[config.mk]
export PLATFORM = sky130hd
export DESIGN_NAME = tl_crossing_ctrl
export DESIGN_NICKNAME = d
export VERILOG_FILES = /design/src/rtl/tl_pkg.sv /design/src/rtl/tl_sync.sv /design/src/rtl/tl_interval_timer.sv /design/src/rtl/tl_sequencer.sv /design/src/rtl/tl_crossing_ctrl.sv
export SDC_FILE = /design/constraint.sdc
export NUM_CORES = 1
export LEC_CHECK = 0
export BUFFER_PORTS_ARGS = -buffer_cell sky130_fd_sc_hd__buf_4
export CAP_MARGIN = 20
export CELL_PAD_IN_SITES_DETAIL_PLACEMENT = 0
export CELL_PAD_IN_SITES_GLOBAL_PLACEMENT = 2
export CORE_AREA = 2 2 39 41
export CTS_CLUSTER_SIZE = 28
export DETAILED_ROUTE_END_ITERATION = 6
export DIE_AREA = 0 0 41 43
export PLACE_DENSITY_LB_ADDON = 0.1
export SLEW_MARGIN = 20
export SYNTH_ARGS = -nofsm -noshare
export SYNTH_HDL_FRONTEND = slang
export SYNTH_SLANG_ARGS = --single-unit
export TNS_END_PERCENT = 1
[constraint.sdc]
create_clock -name clk -period 1.6 [get_ports clk]
set_clock_uncertainty 0.05 [all_clocks]
set_input_delay 0.24 -clock clk [delete_from_list [all_inputs] [get_ports clk]]
set_output_delay 0.24 -clock clk [all_outputs]
set_load 0.1 [all_outputs]
[src/rtl/tl_pkg.sv]
// Shared types of the crossing controller: the lamp code and the phase set.
// Assumes the lamp code is two bits wide and 2'b11 is unused.
package tl_pkg;
    typedef enum logic [1:0] {
        LAMP_RED = 2'b00,
        LAMP_YEL = 2'b01,
        LAMP_GRN = 2'b10
    } lamp_t;

    typedef enum logic [1:0] {
        PH_HWY_GO,
        PH_HWY_WARN,
        PH_FARM_GO,
        PH_FARM_WARN
    } phase_t;
endpackage

[src/rtl/tl_sync.sv]
// Multi-stage synchronizer for one asynchronous level input.
// Assumes STAGES >= 2. The output lags the input by STAGES clock edges and clears on reset.
module tl_sync #(
    parameter int STAGES = 2
) (
    input  logic clk,
    input  logic rst_n,
    input  logic d_i,
    output logic q_o
);
    logic [STAGES-1:0] shreg;

    // Shift the raw level through the register chain.
    always_ff @(posedge clk) begin
        if (!rst_n) shreg <= '0;
        else        shreg <= {shreg[STAGES-2:0], d_i};
    end

    assign q_o = shreg[STAGES-1];
endmodule

[src/rtl/tl_interval_timer.sv]
// Restartable interval timer with short and long elapsed flags.
// Assumes SHORT_CYCLES < LONG_CYCLES. The count saturates at LONG_CYCLES and clears on restart.
module tl_interval_timer #(
    parameter int SHORT_CYCLES = 2,
    parameter int LONG_CYCLES  = 5
) (
    input  logic clk,
    input  logic rst_n,
    input  logic restart_i,
    output logic short_o,
    output logic long_o
);
    localparam int CW = $clog2(LONG_CYCLES + 1);
    localparam logic [CW-1:0] SHORT_V = CW'(SHORT_CYCLES);
    localparam logic [CW-1:0] LONG_V  = CW'(LONG_CYCLES);

    logic [CW-1:0] count;

    // Count cycles since the last restart, holding at the long limit.
    always_ff @(posedge clk) begin
        if (!rst_n || restart_i) count <= '0;
        else if (count < LONG_V) count <= count + 1'b1;
    end

    assign short_o = (count >= SHORT_V);
    assign long_o  = (count >= LONG_V);

    initial begin
        a_r8_param_order: assert (SHORT_CYCLES < LONG_CYCLES);
    end

    a_r8_restart_clears: assert property (@(posedge clk) disable iff (!rst_n)
        restart_i |=> (!short_o && !long_o));
    a_r8_long_sticky: assert property (@(posedge clk) disable iff (!rst_n)
        (long_o && !restart_i) |=> long_o);
    a_r8_short_sticky: assert property (@(posedge clk) disable iff (!rst_n)
        (short_o && !restart_i) |=> short_o);
endmodule

[src/rtl/tl_sequencer.sv]
// Four-phase sequencer for the crossing. It chooses the lamp colours and pulses a timer
// restart on every phase change. Assumes the sensor input is already synchronized.
module tl_sequencer
    import tl_pkg::*;
(
    input  logic   clk,
    input  logic   rst_n,
    input  logic   car_i,
    input  logic   short_i,
    input  logic   long_i,
    output logic   restart_o,
    output lamp_t  hwy_o,
    output lamp_t  farm_o
);
    phase_t phase, phase_nx;

    // Choose the next phase from the sensor and the timer flags.
    always_comb begin
        phase_nx = phase;
        unique case (phase)
            PH_HWY_GO:    if (car_i && long_i)   phase_nx = PH_HWY_WARN;
            PH_HWY_WARN:  if (short_i)           phase_nx = PH_FARM_GO;
            PH_FARM_GO:   if (!car_i || long_i)  phase_nx = PH_FARM_WARN;
            PH_FARM_WARN: if (short_i)           phase_nx = PH_HWY_GO;
            default:                             phase_nx = PH_HWY_GO;
        endcase
    end

    // Hold the current phase.
    always_ff @(posedge clk) begin
        if (!rst_n) phase <= PH_HWY_GO;
        else        phase <= phase_nx;
    end

    assign restart_o = (phase_nx != phase);

    // Decode lamp colours from the phase.
    always_comb begin
        hwy_o  = LAMP_RED;
        farm_o = LAMP_RED;
        unique case (phase)
            PH_HWY_GO:    hwy_o  = LAMP_GRN;
            PH_HWY_WARN:  hwy_o  = LAMP_YEL;
            PH_FARM_GO:   farm_o = LAMP_GRN;
            PH_FARM_WARN: farm_o = LAMP_YEL;
            default:      hwy_o  = LAMP_RED;
        endcase
    end

    a_r2_hwy_hold: assert property (@(posedge clk) disable iff (!rst_n)
        (phase == PH_HWY_GO && !(car_i && long_i)) |=> phase == PH_HWY_GO);
    a_r3_warn_hold: assert property (@(posedge clk) disable iff (!rst_n)
        (phase == PH_HWY_WARN && !short_i) |=> phase == PH_HWY_WARN);
    a_r4_farm_exit: assert property (@(posedge clk) disable iff (!rst_n)
        (phase == PH_FARM_GO && (!car_i || long_i)) |=> phase == PH_FARM_WARN);
    a_r5_farm_warn_exit: assert property (@(posedge clk) disable iff (!rst_n)
        (phase == PH_FARM_WARN && short_i) |=> phase == PH_HWY_GO);
    a_r8_restart_on_change: assert property (@(posedge clk) disable iff (!rst_n)
        restart_o |=> phase != $past(phase));
    a_r8_no_restart_stay: assert property (@(posedge clk) disable iff (!rst_n)
        !restart_o |=> phase == $past(phase));
endmodule

[src/rtl/tl_crossing_ctrl.sv]
// Top of the highway/farm crossing controller: sensor synchronizer, sequencer and
// interval timer. Durations are in clock cycles. Assumes SHORT_CYCLES < LONG_CYCLES.
module tl_crossing_ctrl
    import tl_pkg::*;
#(
    parameter int SHORT_CYCLES = 2,
    parameter int LONG_CYCLES  = 5,
    parameter int SYNC_STAGES  = 2
) (
    input  logic       clk,
    input  logic       rst_n,
    input  logic       farm_car_i,
    output logic [1:0] hwy_light_o,
    output logic [1:0] farm_light_o
);
    logic  car_s;
    logic  restart;
    logic  short_done;
    logic  long_done;
    lamp_t hwy_lamp;
    lamp_t farm_lamp;

    tl_sync #(.STAGES(SYNC_STAGES)) u_sync (
        .clk   (clk),
        .rst_n (rst_n),
        .d_i   (farm_car_i),
        .q_o   (car_s)
    );

    tl_sequencer u_seq (
        .clk       (clk),
        .rst_n     (rst_n),
        .car_i     (car_s),
        .short_i   (short_done),
        .long_i    (long_done),
        .restart_o (restart),
        .hwy_o     (hwy_lamp),
        .farm_o    (farm_lamp)
    );

    tl_interval_timer #(
        .SHORT_CYCLES (SHORT_CYCLES),
        .LONG_CYCLES  (LONG_CYCLES)
    ) u_timer (
        .clk       (clk),
        .rst_n     (rst_n),
        .restart_i (restart),
        .short_o   (short_done),
        .long_o    (long_done)
    );

    assign hwy_light_o  = hwy_lamp;
    assign farm_light_o = farm_lamp;

    a_r6_one_red: assert property (@(posedge clk) disable iff (!rst_n)
        (hwy_light_o == 2'b00) || (farm_light_o == 2'b00));
    a_r6_no_code3: assert property (@(posedge clk) disable iff (!rst_n)
        (hwy_light_o != 2'b11) && (farm_light_o != 2'b11));
    a_r1_reset_state: assert property (@(posedge clk)
        !rst_n |=> (hwy_light_o == 2'b10 && farm_light_o == 2'b00));
endmodule

---- Yosys cells after proc, flatten, opt, wreduce, memory -nomap -nowiden ----
Index checks and enable logic that the tools add are counted.
storage, ports and cells
  bits of input ports ..................... 3
  logic and storage cells ................. 24
  bits in registers ....................... 7
  output and inout bits ................... 4
cells by class
  magnitude comparators ................... 3
  reductions and logical operators ........ 6
  muxes and demuxes ....................... 7
  equal/unequal tests ..................... 4
  $add $sub $neg .......................... 1
operator list
  operator               number
  $mux W2                4
  $pmux W2 S2            2
  $pmux W2 S4            1
  $eq A2 B2 Y1 const B   2
  $add A3 B1 Y3 const B  1
  $ge A3 B2 Y1 const B   1
  $ge A3 B3 Y1 const B   1
  $lt A3 B3 Y1 const B   1
  $eq A2 B1 Y1 const B   1
  $logic_not A1 Y1       2
  $logic_not A2 Y1       1
  $logic_or A1 B1 Y1     2
  $ne A2 B2 Y1           1
  $logic_and A1 B1 Y1    1

---- Logic depth before layout (Yosys ltp) ----
Gate-level depths: netlist (run 1).
  word-level depth ........................ 6
  depth in mapped cells ................... 5
  gate-level depth less buffers ........... 5

---- Modules after synthesis ----
Synthesis (run 1) repeated with hierarchy kept, for this count alone.
second synthesis, totals
  cell total of the unflattened synthesis .. 38
  area, all modules ....................... 360.3 µm²
modules (own cells, without submodules)
  module             seq. area each (µm²)  cells an instance  area each (µm²)  times used
  tl_interval_timer  60.1                  18                 176.4            1
  tl_sequencer       40.0                  16                 131.4            1
  tl_sync            40.0                  4                  52.6             1

---- Worst setup path before layout (run 1) ----
OpenSTA, ideal clock, no wires.
  kind .................................... reg-to-output
  start point ............................. register u_seq.phase[0]
  end point ............................... output hwy_light_o[0]
  buffers on the path ..................... 0
  stages on the path, launching flop included .. 2
  required time ........................... 1.310 ns
  setup slack ............................. -0.519 ns
  arrival time ............................ 1.829 ns
  cells stage by stage .................... dfxtp_1 nor2b_1
on the way
  longest elaborated chain between the ends .. 2
  elaborated cells on any way between the ends .. 3
  classes of those cells .................. 1 x eq/ne; 1 x mux; 1 x reduce/logical
RTL lines
  element                                           line                    text
  start: declaration                                tl_sequencer.sv:15      phase_t phase, phase_nx;
  start signal: assignment                          tl_sequencer.sv:32      else phase <= phase_nx;
  $eq A2 B1 Y1 or $logic_not A2 Y1 (tied branches)  tl_sequencer.sv:41      unique case (phase)
  $pmux W2 S2 (*)                                   tl_sequencer.sv:41
  end: declaration                                  tl_crossing_ctrl.sv:13  output logic [1:0] hwy_light_o,
Every way passes the cells marked *; elsewhere a longest branch is shown, timed or not.

---- Final worst setup path (run 1) ----
Ends and elaborated chain as after synthesis.

==> results of run 1 <==
==> worst max path at each step <==
stage / startpoint / to / slack, ns / depth (start not counted)
3_3_place_gp: u_timer.count[0] / u_timer.count[2] / 0.32 / 4
4_1_cts: u_seq.phase[0] / hwy_light_o[0] / 0.08 / 2
3_5_place_dp: u_timer.count[0] / u_timer.count[2] / 0.33 / 4
6_report: u_seq.phase[0] / hwy_light_o[0] / 0.10 / 2
2_1_floorplan: u_seq.phase[0] / hwy_light_o[1] / -0.33 / 1
5_1_grt: u_seq.phase[0] / hwy_light_o[0] / 0.04 / 2
==> cells in the final DEF, fill, tap and decap left out, types with 2 or more instances in the layout <==
cell,synthesis,routed
clkbuf_4,0,3
nor2b_2,0,2
nor2_1,4,4
nand2_1,2,2
ha_1,2,2
dfxtp_1,7,7
a21oi_1,4,4
and2_1,4,4
buf_4,0,7
==> registers in the layout, indices dropped and copies added (netlist names) <==
signal / count
u_timer.count: 3
u_seq.phase: 2
u_sync.shreg: 2
==> per-stage QoR <==
stage	worst slack [ns]	total power, uW	instances	TNS (ns)	utilization, %
after global routing	0.0434	430	61	0	31.6
after CTS	0.0819	414	61	0	31.6
after floorplan	-0.331	240	35	-0.355	-
final	0.101	404	61	0	31.6
after global placement	0.322	255	57	0	29.7
after detailed placement	0.328	256	57	0	29.7
==> critical path, delay by kind of cell (launching register included) <==
kind	cells	cell delay, ns
flops	1	0.48
buf+inv	1	0.29
simple gates	1	0.20
==> power groups by stage <==
stage	combinational (uW)	clock, uW	sequential (uW)
5_1_grt	60.7	170	200
6_report	53.3	152	198
3_5_place_dp	54.2	0	202
3_3_place_gp	53.9	0	201
2_1_floorplan	38.4	0	202
4_1_cts	54.2	161	198
==> logic make-up after synthesis <==
family          share of synthesized area [%]
simple gates                             23.6
compound gates                           21.5
flops                                    40.7
buf+inv                                  4.36
fa+ha+maj                                7.27
xor+xnor                                 2.55
==> layer usage <==
| layer | vias up | part of all wire, % | global-route usage, % |
|---|---|---|---|
| li1 | 139 | - | - |
| met1 | 108 | 45 | 8.41 |
| met2 | 6 | 49 | 10.9 |
| met3 | 0 | 5.5 | 1.57 |
| met5 | - | 0 | 0 |
| met4 | 0 | 0 | 8.00 |
==> area by class of cell <==
class / instances / area [um^2]
clock buffer: 4 / 26.3
fill: 152 / 947
inverter: 1 / 3.75
multi-input combinational: 26 / 194
sequential: 7 / 140
tap: 16 / 20.0
timing repair buffer: 7 / 52.6
==> impl_results.md, run 1 <==
* R2R Path End: u_timer.count[2]
* Reg clk slew, reported paths at 0.05 ns
* P_sw at 99.5 uW
* Detail Route Antenna Nets at 0
* Area Overhead vs Synth at 26.9%
* Status: completed
* R2R Path Start: u_timer.count[0]
* Worst EP arrival at 1.21 ns
* Max-slew violations at 0
* CTS max path bufs at 2
* Hold Path Origin: farm_car_i
* Max-cap violations at 0
* VDD IR-drop max at 0.307 mV
* Setup Buffers After CTS at 0
* Worst Hold Class: in -> reg
* HPWL after DPL at 447 um
* Internal Power at 304 uW
* First-pass GRT wire length at 869 um
* Initial antenna violation count at 0
* Avg Cell Area, Syn at 9.83 um^2
* Starting density of the core at 24.9%
* Clock Sinks at 7
* FMAX at 667 MHz
* CP Class: reg -> out
* Slew HR at 78.4%
* Sw frac at 24.7%
* Hold path cells at 2
* Share of cells above drive strength 1 at 35.6%
* RSZ-0062 raised after global routing: false
* Core box area at 1380 um^2
* Final period util at 93.7%
* Placed cell areas at 410 um^2
* Antenna Cells at 0
* Vias per inst at 4.15
* NumNets Final at 51
* Hold path endpoint: u_sync.shreg[0]
* Routed wire length at 542 um
* CP Cell Sequence: nor2b_2 -> buf_4
* Crit path time final at 1.50 ns
* Via count at 253
* CTS tree: done
* Yosys reg bits at 7
* Syn Inst Count at 35
* TritonRoute pass-1 iters at 2
* Logic gate share of total power at 13.2%
* Distinct cell type count after synthesis at 17
* CP peak stage delay at 0.48 ns
* Global route total overflow at 0
* Leak pwr at 0.000202 uW
* Worst-margin pin slew at 0.323 ns
* Largest net degree at the start of global routing at 9
* Synth Warn # at 0
* Synth Cell Area at 344 um^2
* Std cell rows at 14
* Pwr/cell area at 924 nW/um^2
* TritonCTS Buffers at 3
* GRT Util Overall at 7.65%
* Top-count cell post-synth: dfxtp_1
* Register area share after synthesis at 40.7%
* Reg2Reg Setup Slack at 0.33 ns
* Vias in the first global route at 234
* IO buf count at 6
* Leading area contributor after synthesis: dfxtp_1
* Die Area at 1760 um^2
* Clock power frac at 37.7%
* Critical Path RT at 1.31 ns
* Worst hold slack at 0.154 ns
* Slowest CP cell: dfxtp_1
* Wire per inst at 8.89 um
* Post-synth EDFFs at 0
* Commonest cells in the netlist: 7 x dfxtp_1, 4 x a21oi_1, 4 x and2_1, 4 x nor2_1
* Gpl congestion at 0.634
* R2R depth at 4
* Clock latency at the later pin of the worst-skew pair at 0.24 ns
* Final hold viol count at 0
* CTS H-Tree Depth at 1
* Post_cts resized at 0
* Die Y-Extent at 43 um
* Fraction of registers with async set/reset at 0%
* Startpoint Class: flip-flop
* Die Span X at 41 um
* IO Pins at 7
* Final Setup Violations at 0
* Crit end category: output port
* Hold Buf Count CTS at 0
* Remaining DRCs at 0
* DRT iter0 DRCs at 3
* Maximum fanout along the worst path at 7
* Power share of the sequential group at 49.1%
* Synth Flop Type: dfxtp_1
* Final instance area at 437 um^2
* Synthesized net count at 40
* Synth top area cells: dfxtp_1 41%, and2_1 7.3%, ha_1 7.3%
* Area share of the largest cell type after synthesis at 40.7%
* Clk root buf: clkbuf_4
Note: power is estimated with default switching activity, not from simulation.
==> run 2: changes to the inputs <==
--- a/config.mk
+++ b/config.mk
@@ -14,6 +14,7 @@
 export DETAILED_ROUTE_END_ITERATION = 6
 export DIE_AREA = 0 0 41 43
 export PLACE_DENSITY_LB_ADDON = 0.1
+export SETUP_SLACK_MARGIN = 0.1
 export SLEW_MARGIN = 20
 export SYNTH_ARGS = -nofsm -noshare
 export SYNTH_HDL_FRONTEND = slang
==> constraint.sdc (replaced) <==
create_clock -name clk -period 1.7 [get_ports clk]
set_clock_uncertainty 0.05 [all_clocks]
set_input_delay 0.255 -clock clk [delete_from_list [all_inputs] [get_ports clk]]
set_output_delay 0.255 -clock clk [all_outputs]
set_load 0.1 [all_outputs]
==> run 2 against run 1 <==
Against the previous run:
- global-route usage up 0.39 points
- hold slack better by 0.013 ns
- final cell count down 1.6%
==> impl_results.md, run 2 (synthesized netlist as in run 1, its figures left out) <==
* Via count at 262
* R2R Path End: u_timer.count[2]
* Worst setup margin at 0.257 ns
* Detail Route Antenna Nets at 0
* VDD IR-drop max at 0.361 mV
* Critical Path RT at 1.39 ns
* CP Class: reg -> out
* Largest registers: u_timer.count (3), u_seq.phase (2), u_sync.shreg (2)
* Area Overhead vs Synth at 25.1%
* Biggest register: u_timer.count
* Clk root buf: clkbuf_4
* Slowest CP cell: dfxtp_1
* R2R depth at 5
* TritonRoute pass-1 iters at 4
* Pre-CTS setup slack at 0.282 ns
* Wire per inst at 9.37 um
* Vias per inst at 4.37
* Pwr/cell area at 886 nW/um^2
* Met2 Use GR at 9.06%
* Hold path endpoint: u_sync.shreg[0]
* Hold Buf Count CTS at 0
* Total power at 381 uW
* Std cell rows at 14
* Final setup TNS at 0 ns
* Status: completed
* Most used routing layer: met4
* TritonCTS Buffers at 3
* IO Pins at 7
* Final hold viol count at 0
* Hold Path Origin: farm_car_i
* Clock latency at the later pin of the worst-skew pair at 0.25 ns
* Max-cap violations at 0
* Final Setup Violations at 0
* FMAX at 693 MHz
* Largest net degree at the start of global routing at 9
* CTS max path bufs at 2
* Worst hold slack at 0.167 ns
* Die Y-Extent at 43 um
* Final instance area at 430 um^2
* Worst Hold Class: in -> reg
* CP peak stage delay at 0.43 ns
* Max FFs per register at 3
* Vias in the first global route at 227
* Antenna Cells at 0
* Final period util at 84.9%
* Worst EP arrival at 1.14 ns
* Startpoint Class: flip-flop
* Leak pwr at 0.000197 uW
* Gpl congestion at 0.691
* Remaining DRCs at 0
* Reg clk slew, reported paths at 0.05 ns
* Crit path time final at 1.44 ns
* First-pass GRT wire length at 869 um
* IO buf count at 6
* Slew HR at 78.2%
* RSZ-0062 raised after global routing: false
* CP Cell Sequence: nor2b_2 -> buf_4
* R2R Path Start: u_timer.count[1]
* Starting density of the core at 24.9%
* Die Area at 1760 um^2
* Initial antenna violation count at 0
* Clock Sinks at 7
* Share of cells above drive strength 1 at 36.4%
* Maximum fanout along the worst path at 6
* CTS H-Tree Depth at 1
* Most frequent cells in the layout: 6 x buf_4, 6 x dfxtp_1, 4 x nor2_1, 4 x and2_1, 4 x a21oi_1
* Global routing met3 resource utilization at 3.14%
* Placed cell areas at 403 um^2
* Core box area at 1380 um^2
* Routed wire length at 562 um
* Reg2Reg Setup Slack at 0.30 ns
* CTS tree: done
* Worst-margin pin slew at 0.326 ns
* DRT iter0 DRCs at 4
* Crit end category: output port
* Hold path cells at 2
* Max-slew violations at 0
* GRT Util Overall at 8.04%
* GRT met1 Usage at 9.68%
* Die Span X at 41 um
* NumNets Final at 50
* Global route total overflow at 0
-- run 2: worst max-delay path by stage --
stage / end / from / slack [ns]
6_report: farm_light_o[1] / u_seq.phase[1] / 0.26
4_1_cts: hwy_light_o[0] / u_seq.phase[0] / 0.13
2_1_floorplan: hwy_light_o[1] / u_seq.phase[0] / -0.25
3_3_place_gp: u_timer.count[2] / u_timer.count[1] / 0.30
5_1_grt: farm_light_o[1] / u_seq.phase[1] / 0.18
3_5_place_dp: u_timer.count[2] / u_timer.count[1] / 0.28
-- run 2: layout make-up --
| class | instances | area, um^2 |
|---|---|---|
| fillers | 147 | 953 |
| multi-input cells | 26 | 194 |
| flip-flops and latches | 7 | 141 |
| repair buffers | 6 | 45.0 |
| clock buffers | 4 | 26.3 |
| well taps | 16 | 20.0 |
| inverters | 1 | 3.75 |
-- run 2: timing repair --
item	4_1_cts	5_1_grt
endpoints found under the setup margin	0	1
setup buffers	0	0
resized for setup	0	1
-- run 2: critical path, delay by kind of cell, from the launching register on --
family	cells	cell delay [ns]
buf+inv	1	0.29
simple gates	1	0.17
flops	1	0.43
-- run 2: through the flow --
stage / util (%) / instances
after global placement: 29.1 / 56
after detailed placement: 29.1 / 56
after floorplan: - / 35
after CTS: 31.0 / 60
after global routing: 31.1 / 60
final: 31.1 / 60
-- run 2: routing by layer --
| metal | up-vias | wire length, um |
|---|---|---|
| met2 | 6 | 254 |
| met1 | 118 | 274 |
| li1 | 138 | - |
| met5 | - | 0 |
| met3 | 0 | 33 |
| met4 | 0 | 0 |
-- run 2: power breakdown --
| group | switching (uW) | leakage [uW] | internal (uW) |
|---|---|---|---|
| combinational | 20.2 | 0.000124 | 17.6 |
| sequential | 18.2 | 0.0000580 | 175 |
| clock | 61.1 | 0.0000150 | 89.6 |
| total | 99.5 | 0.000197 | 282 |
==> run 3: changes to the inputs <==
--- a/config.mk
+++ b/config.mk
@@ -5,14 +5,15 @@
 export SDC_FILE = /design/constraint.sdc
 export NUM_CORES = 1
 export LEC_CHECK = 0
+export ABC_AREA = 1
 export BUFFER_PORTS_ARGS = -buffer_cell sky130_fd_sc_hd__buf_4
 export CAP_MARGIN = 20
 export CELL_PAD_IN_SITES_DETAIL_PLACEMENT = 0
 export CELL_PAD_IN_SITES_GLOBAL_PLACEMENT = 2
-export CORE_AREA = 2 2 39 41
+export CORE_MARGIN = 1
+export CORE_UTILIZATION = 26
 export CTS_CLUSTER_SIZE = 28
 export DETAILED_ROUTE_END_ITERATION = 6
-export DIE_AREA = 0 0 41 43
 export PLACE_DENSITY_LB_ADDON = 0.1
 export SETUP_SLACK_MARGIN = 0.1
 export SLEW_MARGIN = 20
==> constraint.sdc (replaced) <==
create_clock -name clk -period 1.35 [get_ports clk]
set_clock_uncertainty 0.05 [all_clocks]
set_input_delay 0.2025 -clock clk [delete_from_list [all_inputs] [get_ports clk]]
set_output_delay 0.2025 -clock clk [all_outputs]
set_load 0.1 [all_outputs]
==> run 3 against run 2 <==
Against the previous run:
- utilization increased by 16 points
- via count rose by 28%
- count of clock-buffer cells in the layout stayed put
- sequential share of layout area fell by 6.1 points
- combinational power grew to 6.4 times the previous value
- clock power rose by 23%
- sequential power up 59%
- routed wire length increased by 26%
- critical path depth grew 1
- power increased by 93%
==> impl_results.md, run 3 <==
* CP Cell Sequence: buf_6 -> nor2_4 -> buf_12
* Worst EP arrival at 1.01 ns
* FMAX at 791 MHz
* Fraction of registers with async set/reset at 0%
* Final period util at 93.7%
* Max-cap violations at 0
* Avg Cell Area, Syn at 7.12 um^2
* VDD IR-drop max at 0.565 mV
* Critical Path RT at 1.10 ns
* Yosys reg bits at 7
* Gpl congestion at 0.734
* NumNets Final at 68
* Synth Flop Type: dfxtp_1
* Commonest cells in the netlist: 10 x nand2_1, 9 x inv_1, 8 x nor2_1
* Maximum fanout along the worst path at 4
* Clk root buf: clkbuf_4
* Startpoint Class: flip-flop
* Sw frac at 37.2%
* Initial antenna violation count at 0
* IO buf count at 6
* Global route total overflow at 0
* Reg clk slew, reported paths at 0.05 ns
* Buf/Inv on CP at 2
* Hold Buf Count CTS at 0
* Crit end category: output port
* Fin cells at 76
* Largest registers: u_timer.count (3), u_seq.phase (2), u_sync.shreg (2)
* TritonRoute pass-1 iters at 2
* Leading area contributor after synthesis: dfxtp_1
* Routed wire length at 706 um
* Hold path endpoint: u_sync.shreg[0]
* Clock Sinks at 7
* Via count at 335
* Pwr/cell area at 1320 nW/um^2
* Final Setup Violations at 0
* Crit path time final at 1.26 ns
* Synthesized net count at 54
* TritonCTS Buffers at 3
* Wire per inst at 9.29 um
* Antenna Cells at 0
* DRT iter0 DRCs at 1
* Worst-margin pin slew at 0.250 ns
* Hold Path Origin: farm_car_i
* Die Y-Extent at 38.6 um
* Power share of the sequential group at 41.8%
* Largest net degree at the start of global routing at 7
* IO Pins at 7
* GRT Util Overall at 11.1%
* Worst Hold Class: in -> reg
* Most frequent cells in the layout: 8 x inv_1, 8 x nand2_1
* CTS max path bufs at 2
* Total power at 736 uW
* Std cell rows at 12
* Vias in the first global route at 288
* Hold path cells at 3
* Final hold viol count at 0
* Max FFs per register at 3
* Share of cells above drive strength 1 at 48.4%
* Internal Power at 462 uW
* Max-slew violations at 0
* Logic gate share of total power at 32.9%
* Remaining DRCs at 0
* Die Area at 1490 um^2
* R2R Path Start: u_timer.count[1]
* HPWL after DPL at 523 um
* First-pass GRT wire length at 1110 um
* Post-layout util at 47.5%
* Detail Route Antenna Nets at 0
* Core box area at 1170 um^2
* Area share of the largest cell type after synthesis at 40.1%
* CTS tree: done
* Synth top area cells: dfxtp_1 40%, nand2_1 11%, inv_1 9.7%
* Register area share after synthesis at 40.1%
* Vias per inst at 4.41
* Starting density of the core at 29.8%
* Crit path max-delay family: flip-flops
* Placed cells at 70
* Biggest register: u_timer.count
* CP peak stage delay at 0.34 ns
* Slew HR at 83.3%
* CTS H-Tree Depth at 1
* Status: completed
* # fillers at 125
* Top-count cell post-synth: nand2_1
* Reg2Reg Setup Slack at 0.13 ns
* Clock power frac at 25.3%
* Die Span X at 38.6 um
* Slowest CP cell: dfxtp_2
* Clock latency at the later pin of the worst-skew pair at 0.24 ns
* P_sw at 273 uW
* Syn Inst Count at 49
* R2R depth at 9
* R2R Path End: u_timer.count[1]
* Area Overhead vs Synth at 59.5%
* Leak pwr at 0.000287 uW
* Post-synth EDFFs at 0
* Distinct cell type count after synthesis at 11
* CP Class: reg -> out
* Synth Cell Area at 349 um^2
* RSZ-0062 raised after global routing: true
* Synth Warn # at 0
-- run 3: cell types whose count changed after synthesis, sizes merged, moves of 4 or more --
| cell | previous run | this run |
|---|---|---|
| nor2 | 4 | 8 |
| nand3 | 0 | 4 |
| and2 | 4 | 0 |
| nand2 | 2 | 13 |
| inv | 1 | 9 |
-- run 3: through the flow --
stage	setup WS (ns)	area (um^2)	setup TNS (ns)	hold WS [ns]
final	0.0852	557	0	0.0869
after global routing	0.0421	557	0	0.0915
after CTS	0.0662	526	0	0.0822
after detailed placement	0.0661	450	0	0.338
after global placement	0.107	450	0	0.336
after floorplan	-0.0811	380	-0.290	0.246
-- run 3: how the worst max path moves through the flow --
stage                      from          endpoint  slack [ns]  cells after the start
2_1_floorplan    u_seq.phase[1]  u_timer.count[2]       -0.08                      7
5_1_grt        u_timer.count[1]  u_timer.count[1]        0.04                      9
3_3_place_gp   u_timer.count[1]  u_timer.count[1]        0.11                      9
3_5_place_dp   u_timer.count[1]  u_timer.count[2]        0.07                      9
6_report         u_seq.phase[0]    hwy_light_o[1]        0.09                      3
4_1_cts          u_seq.phase[0]   farm_light_o[1]        0.07                      3
-- run 3: final cells by class --
type                       count  area [um^2]  area share, %
timing repair buffer           9          108           19.3
inverter                       9         36.3           6.52
multi-input combinational     33          220           39.6
sequential                     7          149           26.7
tap                           14         17.5           3.15
clock buffer                   4         26.3           4.72
-- run 3: kinds of logic after synthesis --
group                      Yosys count  synth area share (%)
and+or+nand+nor                     25                  33.3
buffers and inverters                9                  9.68
DFF                                  7                  40.1
AOI/OAI and AO/OA                    5                  7.17
adders and majority gates            2                  7.17
xor gates and xnor gates             1                  2.51
-- run 3: layer usage --
layer / vias up / share of wire [%] / GRT usage, %
li1: 176 / - / -
met2: 6 / 54 / 19.6
met1: 153 / 44 / 12.9
met4: 0 / 0 / 5.17
met5: - / 0 / 0
met3: 0 / 2.1 / 1.73
-- run 3: worst min-delay path, delay by kind of cell --
| family | cells | cell delay, ns |
|---|---|---|
| simple gates | 1 | 0.04 |
| buf+inv | 2 | 0.11 |
-- run 3: power groups by stage --
| stage | combinational, uW | sequential [uW] | clock (uW) |
|---|---|---|---|
| 2_1_floorplan | 158 | 292 | 0 |
| 3_3_place_gp | 194 | 298 | 0 |
| 3_5_place_dp | 199 | 304 | 0 |
| 4_1_cts | 209 | 303 | 195 |
| 5_1_grt | 279 | 315 | 201 |
| 6_report | 242 | 307 | 186 |
-- run 3: repair_timing --
item                       4_1_cts  5_1_grt
setup buffers                    2        0
resized for setup               10        9
setup endpoints to repair        7        8
pin swaps                        1        5
